<file path="src/rtl/spt_pkg.sv">
package spt_pkg;

    localparam int REG_W        = 32;
    localparam int FIELD_STRIDE = 8;
    localparam int NUM_FIELDS   = 4;

    // Field slots inside a timing register; slot k starts at bit 8*k.
    localparam int F_WSTB = 0;
    localparam int F_CSWR = 1;
    localparam int F_RSTB = 2;
    localparam int F_CSRD = 3;

    typedef struct packed {
        logic is_wr;
        logic busy_prev;
    } ctl_t;

    function automatic logic [REG_W-1:0] impl_mask(input int code_w);
        logic [REG_W-1:0] m;
        m = '0;
        for (int f = 0; f < NUM_FIELDS; f++) begin
            for (int b = 0; b < code_w; b++) begin
                m[f*FIELD_STRIDE + b] = 1'b1;
            end
        end
        return m;
    endfunction

endpackage

</file>
<file path="src/rtl/spt_code_decode.sv">
module spt_code_decode #(
    parameter int CODE_W    = 7,
    parameter int HI_WEIGHT = 256,
    parameter int LEN_W     = 9
) (
    input  logic [CODE_W-1:0] code,
    output logic [LEN_W-1:0]  len
);

    logic [LEN_W-1:0] raw;

    always_comb begin
        raw = (code[CODE_W-1] ? LEN_W'(HI_WEIGHT) : '0) + LEN_W'(code[CODE_W-2:0]);
        // A zero-length strobe is not allowed: stretch it to one cycle.
        len = (raw == '0) ? LEN_W'(1) : raw;
    end

endmodule

</file>
<file path="src/rtl/spt_down_ctr.sv">
module spt_down_ctr #(
    parameter int LEN_W = 9
) (
    input  logic             clk,
    input  logic             rst_n,
    input  logic             load,
    input  logic [LEN_W-1:0] load_val,
    output logic             active
);

    logic [LEN_W-1:0] cnt_d, cnt_q;

    always_comb begin
        if (load) begin
            cnt_d = load_val;
        end else if (cnt_q != '0) begin
            cnt_d = cnt_q - LEN_W'(1);
        end else begin
            cnt_d = cnt_q;
        end
    end

    always_ff @(posedge clk or negedge rst_n) begin
        if (!rst_n) begin
            cnt_q <= '0;
        end else begin
            cnt_q <= cnt_d;
        end
    end

    assign active = (cnt_q != '0);

endmodule

</file>
<file path="src/rtl/spt_regbank.sv">
module spt_regbank
    import spt_pkg::*;
#(
    parameter int N_CS   = 4,
    parameter int ADDR_W = 8,
    parameter int CODE_W = 7
) (
    input  logic                                          clk,
    input  logic                                          rst_n,
    input  logic                                          wr_en,
    input  logic [ADDR_W-1:0]                             addr,
    input  logic [REG_W-1:0]                              wdata,
    input  logic                                          wp_en,
    output logic [REG_W-1:0]                              rdata,
    output logic [N_CS-1:0][NUM_FIELDS-1:0][CODE_W-1:0]   fields
);

    localparam int WORD_W = ADDR_W - 2;
    localparam int CS_W   = $clog2(N_CS);
    localparam logic [WORD_W-1:0] FIRST_WORD = WORD_W'(1);
    localparam logic [WORD_W-1:0] LAST_WORD  = WORD_W'(N_CS);
    localparam logic [REG_W-1:0]  MASK       = impl_mask(CODE_W);

    logic [N_CS-1:0][NUM_FIELDS-1:0][CODE_W-1:0] fld_d, fld_q;
    logic [WORD_W-1:0] word;
    logic              hit;
    logic [CS_W-1:0]   idx;
    logic              unused_wbits;

    assign word         = addr[ADDR_W-1:2];
    assign hit          = (addr[1:0] == 2'b00) && (word >= FIRST_WORD) && (word <= LAST_WORD);
    assign idx          = CS_W'(word - FIRST_WORD);
    assign unused_wbits = ^(wdata & ~MASK);

    always_comb begin
        fld_d = fld_q;
        rdata = '0;
        if (wr_en && !wp_en && hit) begin
            for (int f = 0; f < NUM_FIELDS; f++) begin
                fld_d[idx][f] = wdata[f*FIELD_STRIDE +: CODE_W];
            end
        end
        if (hit) begin
            for (int f = 0; f < NUM_FIELDS; f++) begin
                rdata[f*FIELD_STRIDE +: CODE_W] = fld_q[idx][f];
            end
        end
    end

    always_ff @(posedge clk or negedge rst_n) begin
        if (!rst_n) begin
            for (int n = 0; n < N_CS; n++) begin
                for (int f = 0; f < NUM_FIELDS; f++) begin
                    fld_q[n][f] <= CODE_W'(1);
                end
            end
        end else begin
            fld_q <= fld_d;
        end
    end

    assign fields = fld_q;

endmodule

</file>
<file path="src/rtl/strobe_pulse_timer.sv">
module strobe_pulse_timer
    import spt_pkg::*;
#(
    parameter int N_CS      = 4,
    parameter int ADDR_W    = 8,
    parameter int CODE_W    = 7,
    parameter int HI_WEIGHT = 256
) (
    input  logic                    clk,
    input  logic                    rst_n,
    input  logic                    cfg_wr_en,
    input  logic [ADDR_W-1:0]       cfg_addr,
    input  logic [31:0]             cfg_wdata,
    input  logic                    wp_en,
    output logic [31:0]             cfg_rdata,
    input  logic                    start,
    input  logic [$clog2(N_CS)-1:0] start_cs,
    input  logic                    start_wr,
    input  logic                    start_page,
    input  logic                    start_same_page,
    output logic                    cs_n,
    output logic                    rd_n,
    output logic                    wr_n,
    output logic                    busy,
    output logic                    done
);

    localparam int LEN_W = $clog2(HI_WEIGHT + 2**(CODE_W-1));

    logic [N_CS-1:0][NUM_FIELDS-1:0][CODE_W-1:0] fields;
    logic [NUM_FIELDS-1:0][LEN_W-1:0]            len;
    logic [LEN_W-1:0]                            cs_val, st_val;
    logic                                        accept, cs_act, st_act;
    ctl_t                                        ctl_d, ctl_q;

    spt_regbank #(
        .N_CS   (N_CS),
        .ADDR_W (ADDR_W),
        .CODE_W (CODE_W)
    ) u_regbank (
        .clk    (clk),
        .rst_n  (rst_n),
        .wr_en  (cfg_wr_en),
        .addr   (cfg_addr),
        .wdata  (cfg_wdata),
        .wp_en  (wp_en),
        .rdata  (cfg_rdata),
        .fields (fields)
    );

    for (genvar g = 0; g < NUM_FIELDS; g++) begin : g_dec
        spt_code_decode #(
            .CODE_W    (CODE_W),
            .HI_WEIGHT (HI_WEIGHT),
            .LEN_W     (LEN_W)
        ) u_dec (
            .code (fields[start_cs][g]),
            .len  (len[g])
        );
    end

    assign busy   = cs_act || st_act;
    assign accept = start && !busy;

    always_comb begin
        ctl_d = ctl_q;
        ctl_d.busy_prev = busy;
        if (accept) begin
            ctl_d.is_wr = start_wr;
        end
        if (start_wr) begin
            cs_val = len[F_CSWR];
            st_val = len[F_WSTB];
        end else if (start_page) begin
            cs_val = start_same_page ? len[F_RSTB] : len[F_CSRD];
            st_val = cs_val;
        end else begin
            cs_val = len[F_CSRD];
            st_val = len[F_RSTB];
        end
    end

    always_ff @(posedge clk or negedge rst_n) begin
        if (!rst_n) begin
            ctl_q <= '0;
        end else begin
            ctl_q <= ctl_d;
        end
    end

    spt_down_ctr #(.LEN_W(LEN_W)) u_cs_ctr (
        .clk      (clk),
        .rst_n    (rst_n),
        .load     (accept),
        .load_val (cs_val),
        .active   (cs_act)
    );

    spt_down_ctr #(.LEN_W(LEN_W)) u_st_ctr (
        .clk      (clk),
        .rst_n    (rst_n),
        .load     (accept),
        .load_val (st_val),
        .active   (st_act)
    );

    assign cs_n = !cs_act;
    assign rd_n = !(st_act && !ctl_q.is_wr);
    assign wr_n = !(st_act && ctl_q.is_wr);
    assign done = ctl_q.busy_prev && !busy;

endmodule

</file>
<file path="config.mk">
export PLATFORM = sky130hd
export DESIGN_NAME = strobe_pulse_timer
export DESIGN_NICKNAME = d
export VERILOG_FILES = /design/src/rtl/spt_pkg.sv /design/src/rtl/spt_code_decode.sv /design/src/rtl/spt_down_ctr.sv /design/src/rtl/spt_regbank.sv /design/src/rtl/strobe_pulse_timer.sv
export SDC_FILE = /design/constraint.sdc
export NUM_CORES = 1
export LEC_CHECK = 0
export CAP_MARGIN = 20
export CORE_MARGIN = 1
export CORE_UTILIZATION = 60
export CTS_BUF_LIST = sky130_fd_sc_hd__clkbuf_16
export CTS_CLUSTER_SIZE = 30
export DETAILED_ROUTE_END_ITERATION = 7
export PLACE_DENSITY = 0.93
export SLEW_MARGIN = 20
export SYNTH_ARGS = -nofsm -noshare
export SYNTH_HDL_FRONTEND = slang
export SYNTH_SLANG_ARGS = --single-unit
export TNS_END_PERCENT = 10
</file>
<file path="constraint.sdc">
create_clock -name clk -period 7.75 [get_ports clk]
set_input_delay 2.325 -clock clk [delete_from_list [all_inputs] [get_ports clk]]
set_output_delay 2.325 -clock clk [all_outputs]
set_load 0.01 [all_outputs]
</file>
==> metrics.log <==
INFO  metric antennaDiodeCount = 0
INFO  metric leakage_dissipation = 3.95 nW
INFO  metric syn_avg_cell_area = about 14 µm²
INFO  metric die_width = 113 µm
INFO  metric cts-hold-fix-buffers = 0
INFO  metric detail_route.wl_per_cell = 25.1 µm
INFO  metric grt.total_usage = 0.319
INFO  metric crit_start = cfg_addr[3]
INFO  metric crit_path_start_kind = input pin
INFO  metric grt_pass1_wl = 30.3 mm
INFO  metric reg2reg_setup_slack = 5.21 ns
INFO  metric fillCellCount = 694
INFO  metric start_util = 0.618
INFO  metric setup_tns = 0 ns
INFO  metric routabilityCongestion = 0.893
INFO  metric via_count = 5102
INFO  metric placedInstanceArea = between 8000 and 9000 µm²
INFO  metric cts-htree-levels = 4
INFO  metric period_minus_slack = 7.09 ns
INFO  metric tightest_slew = just over 1 ns
INFO  metric post-synth-top-area-cell = dfrtp_1
INFO  metric postSynth.asyncResetShare = 1.00
INFO  metric design.portCount = 87
INFO  metric pint = 1.28 mW
INFO  metric hold_viol_final = 0
INFO  metric synth.top_cells.by_area = dfrtp_1 39%, mux4_2 17%, mux2_2 12%
INFO  metric clk_transition_reported_paths = 0.06 ns
INFO  metric cts_buffer_depth = 2
INFO  metric share_of_the_yosys_chip_area_belonging_to_registers = 0.448
INFO  metric post-cts-setup-buffer-count = 0
INFO  metric numCtsBuffers = 17
INFO  metric core-area = 12000 µm²
INFO  metric post-route-period-util = 0.915
INFO  metric buffer_ports.inserted = just under 80
INFO  metric synth-seq-cells = 132
INFO  metric clock_latency = between 0.4 and 0.5 ns
INFO  metric ctsResizeCount = 0
INFO  metric power.switching_fraction = 0.233
INFO  metric grt_antenna_before_repair = 0
INFO  metric critical_path_peak_fanout = 28
INFO  metric fin_worst_skew = 0.00675 ns
INFO  metric synth_cell_type_count = 47
INFO  metric drv_slew = 0
INFO  metric rr_worst_depth = 5
INFO  metric cts_tree = done
INFO  metric rows = 40
INFO  metric power.net_switching = 0.389 mW
INFO  metric netlist_instances = 521
INFO  metric critPathArrivalTime = 4.77 ns
INFO  metric outcome = completed
INFO  metric stdcell_area = 8790 µm²
INFO  metric timing.max_slew.rel_slack = 0.313
INFO  metric cts-root-buf = clkbuf_16
INFO  metric grt_max_degree = 84
INFO  metric power-per-cell-area = 190 nW/µm²
INFO  metric grt_setup_unrepaired = false
INFO  metric max-cap-violations = 0
INFO  metric grt.overflow.total = 0
INFO  metric synth_top_cell_area_share = 0.391
INFO  metric criticalPathCategory = input pin to primary output
INFO  metric hold-path-cell-count = 1
INFO  metric hpwl_reported_at_the_end_of_detailed_placement = 11.3 mm
INFO  metric finalSetupViolCount = 0
INFO  metric r2r_end = u_st_ctr.cnt_q[0]
INFO  metric hold-worst-slack = between 0.5 and 0.6 ns
INFO  metric count_of_clock_tree_sinks = 132
INFO  metric synth.most_common_cell = dfrtp_1
INFO  metric min_to = u_cs_ctr.cnt_q[6]
INFO  metric synth_ff_type = dfrtp_1
INFO  metric critical_path_required = 5.43 ns
INFO  metric endpoint_kind = primary output
INFO  metric synth.yosys.warnings = 0
INFO  metric die_h = 113 µm
INFO  metric vias_per_cell = 6.79
INFO  metric drt_first_iter_violations = 520
INFO  metric post_route_cells_drive_above_1_share = 0.381
INFO  metric ir_worst_vdd = 0.113 mV
INFO  metric post-route-drc-count = 0
INFO  metric synth_edf_count = 0
INFO  metric timing.rr.start = u_cs_ctr.cnt_q[4]
INFO  metric min-delay-path-class = flip-flop to flip-flop
INFO  metric die_area = 12800 µm²
INFO  metric post_synth_most_frequent_cells = 116 x dfrtp_1, 76 x mux2_2, 55 x mux4_2
INFO  metric drt_first_pass_iters = 5
INFO  metric power_frac_seq = 0.434
INFO  metric layout.core_utilization = 0.732
INFO  metric power.total = 1.67 mW
INFO  metric drt-total-wl = 18.9 mm
INFO  metric area_overhead_vs_synth = 18.6%
INFO  metric first_global_vias = 5623
INFO  metric layout.nets = 649
INFO  metric post_synth_instance_area = 7420 µm²
INFO  metric combinationalPowerShare = 0.090
INFO  metric antenna_left = 0
INFO  metric max_freq = ~0.14 GHz
INFO  metric hold_path.startpoint = u_cs_ctr.cnt_q[6]
INFO  metric share_clk_of_total_power = 0.475
-- state kept, by name (all words and copies together), names as in the netlist --
name and cells:
u_cs_ctr.cnt_q 9, ctl_q 2, u_st_ctr.cnt_q 9, u_regbank.fields 112
-- per-layer routing --
layer  routed length, µm  global-route usage  vias up
li1                    -                   -     2086
met1                7040               0.394     2621
met2                9580               0.521      330
met3                1570              0.0836       65
met5                   0                   0        -
met4                 681               0.166        0
-- worst max path at each step --
stage	end	slack (ns)	depth (start not counted)
finish	cfg_rdata[1]	0.66	7
global route	cfg_rdata[4]	0.59	7
CTS	cfg_rdata[1]	0.71	7
detailed placement	cfg_rdata[4]	0.76	7
global placement	cfg_rdata[16]	0.80	7
floorplan	cfg_rdata[10]	0.94	8
-- cells by family (layout without fill, tap and decap cells) --
kind of cell / Yosys count / after routing / synth area share
other: 1 / 4 / 0.000506
muxes: 180 / 180 / 0.378
AOI/OAI and AO/OA: 41 / 41 / 0.0374
buffers and inverters: 50 / 130 / 0.0371
and+or+nand+nor: 99 / 99 / 0.0739
xor gates and xnor gates: 10 / 10 / 0.0118
DFF: 132 / 132 / 0.448
adders and majority gates: 8 / 8 / 0.0135
-- area by class of cell --
cell class                      count  area, µm²  share of cell area
Sequential cell                   132       3320               0.378
Clock inverter                     15        148              0.0168
Tap cell                          147        184              0.0209
Clock buffer                       17        425              0.0484
Timing Repair Buffer               88        847              0.0963
Inverter                           10       37.5             0.00427
Multi-Input combinational cell    342       3830               0.435
-- worst max-delay path, stage by stage --
cell and delay [ns]:
clkdlybuf4s50_1 0.51, inv_1 0.09, ha_1 0.28, buf_4 0.42, mux4_2 0.30, nor2b_1 0.23, clkdlybuf4s50_1 0.60
-- cells in the final DEF, fill, tap and decap left out, drive strengths merged, types with 10 or more instances in the layout --
cell           synthesis  routed
dfrtp                116     116
mux2                 116     116
clkdlybuf4s50          0      75
mux4                  56      56
nor2b                 29      29
nand2                 17      17
clkbuf                16      17
dfstp                 16      16
nor3                  15      15
a21oi                 14      14
buf                   24      13
inv                   10      12
nor2                  11      11
nand3                 10      10
-- stage by stage --
stage	worst slack, ns	cells
global route	0.590	751
CTS	0.707	751
detailed placement	0.756	719
global placement	0.800	719
floorplan	0.940	524
finish	0.657	751
-- power by group through the flow --
stage | Combinational, mW | Clock (mW) | Sequential, mW
after CTS | 0.151 | 0.797 | 0.725
after global placement | 0.141 | 0 | 0.733
after detailed placement | 0.147 | 0 | 0.736
after global routing | 0.161 | 0.833 | 0.727
after floorplan | 0.0880 | 0 | 0.730
final | 0.151 | 0.795 | 0.726
(Power assumes the default switching activity.)
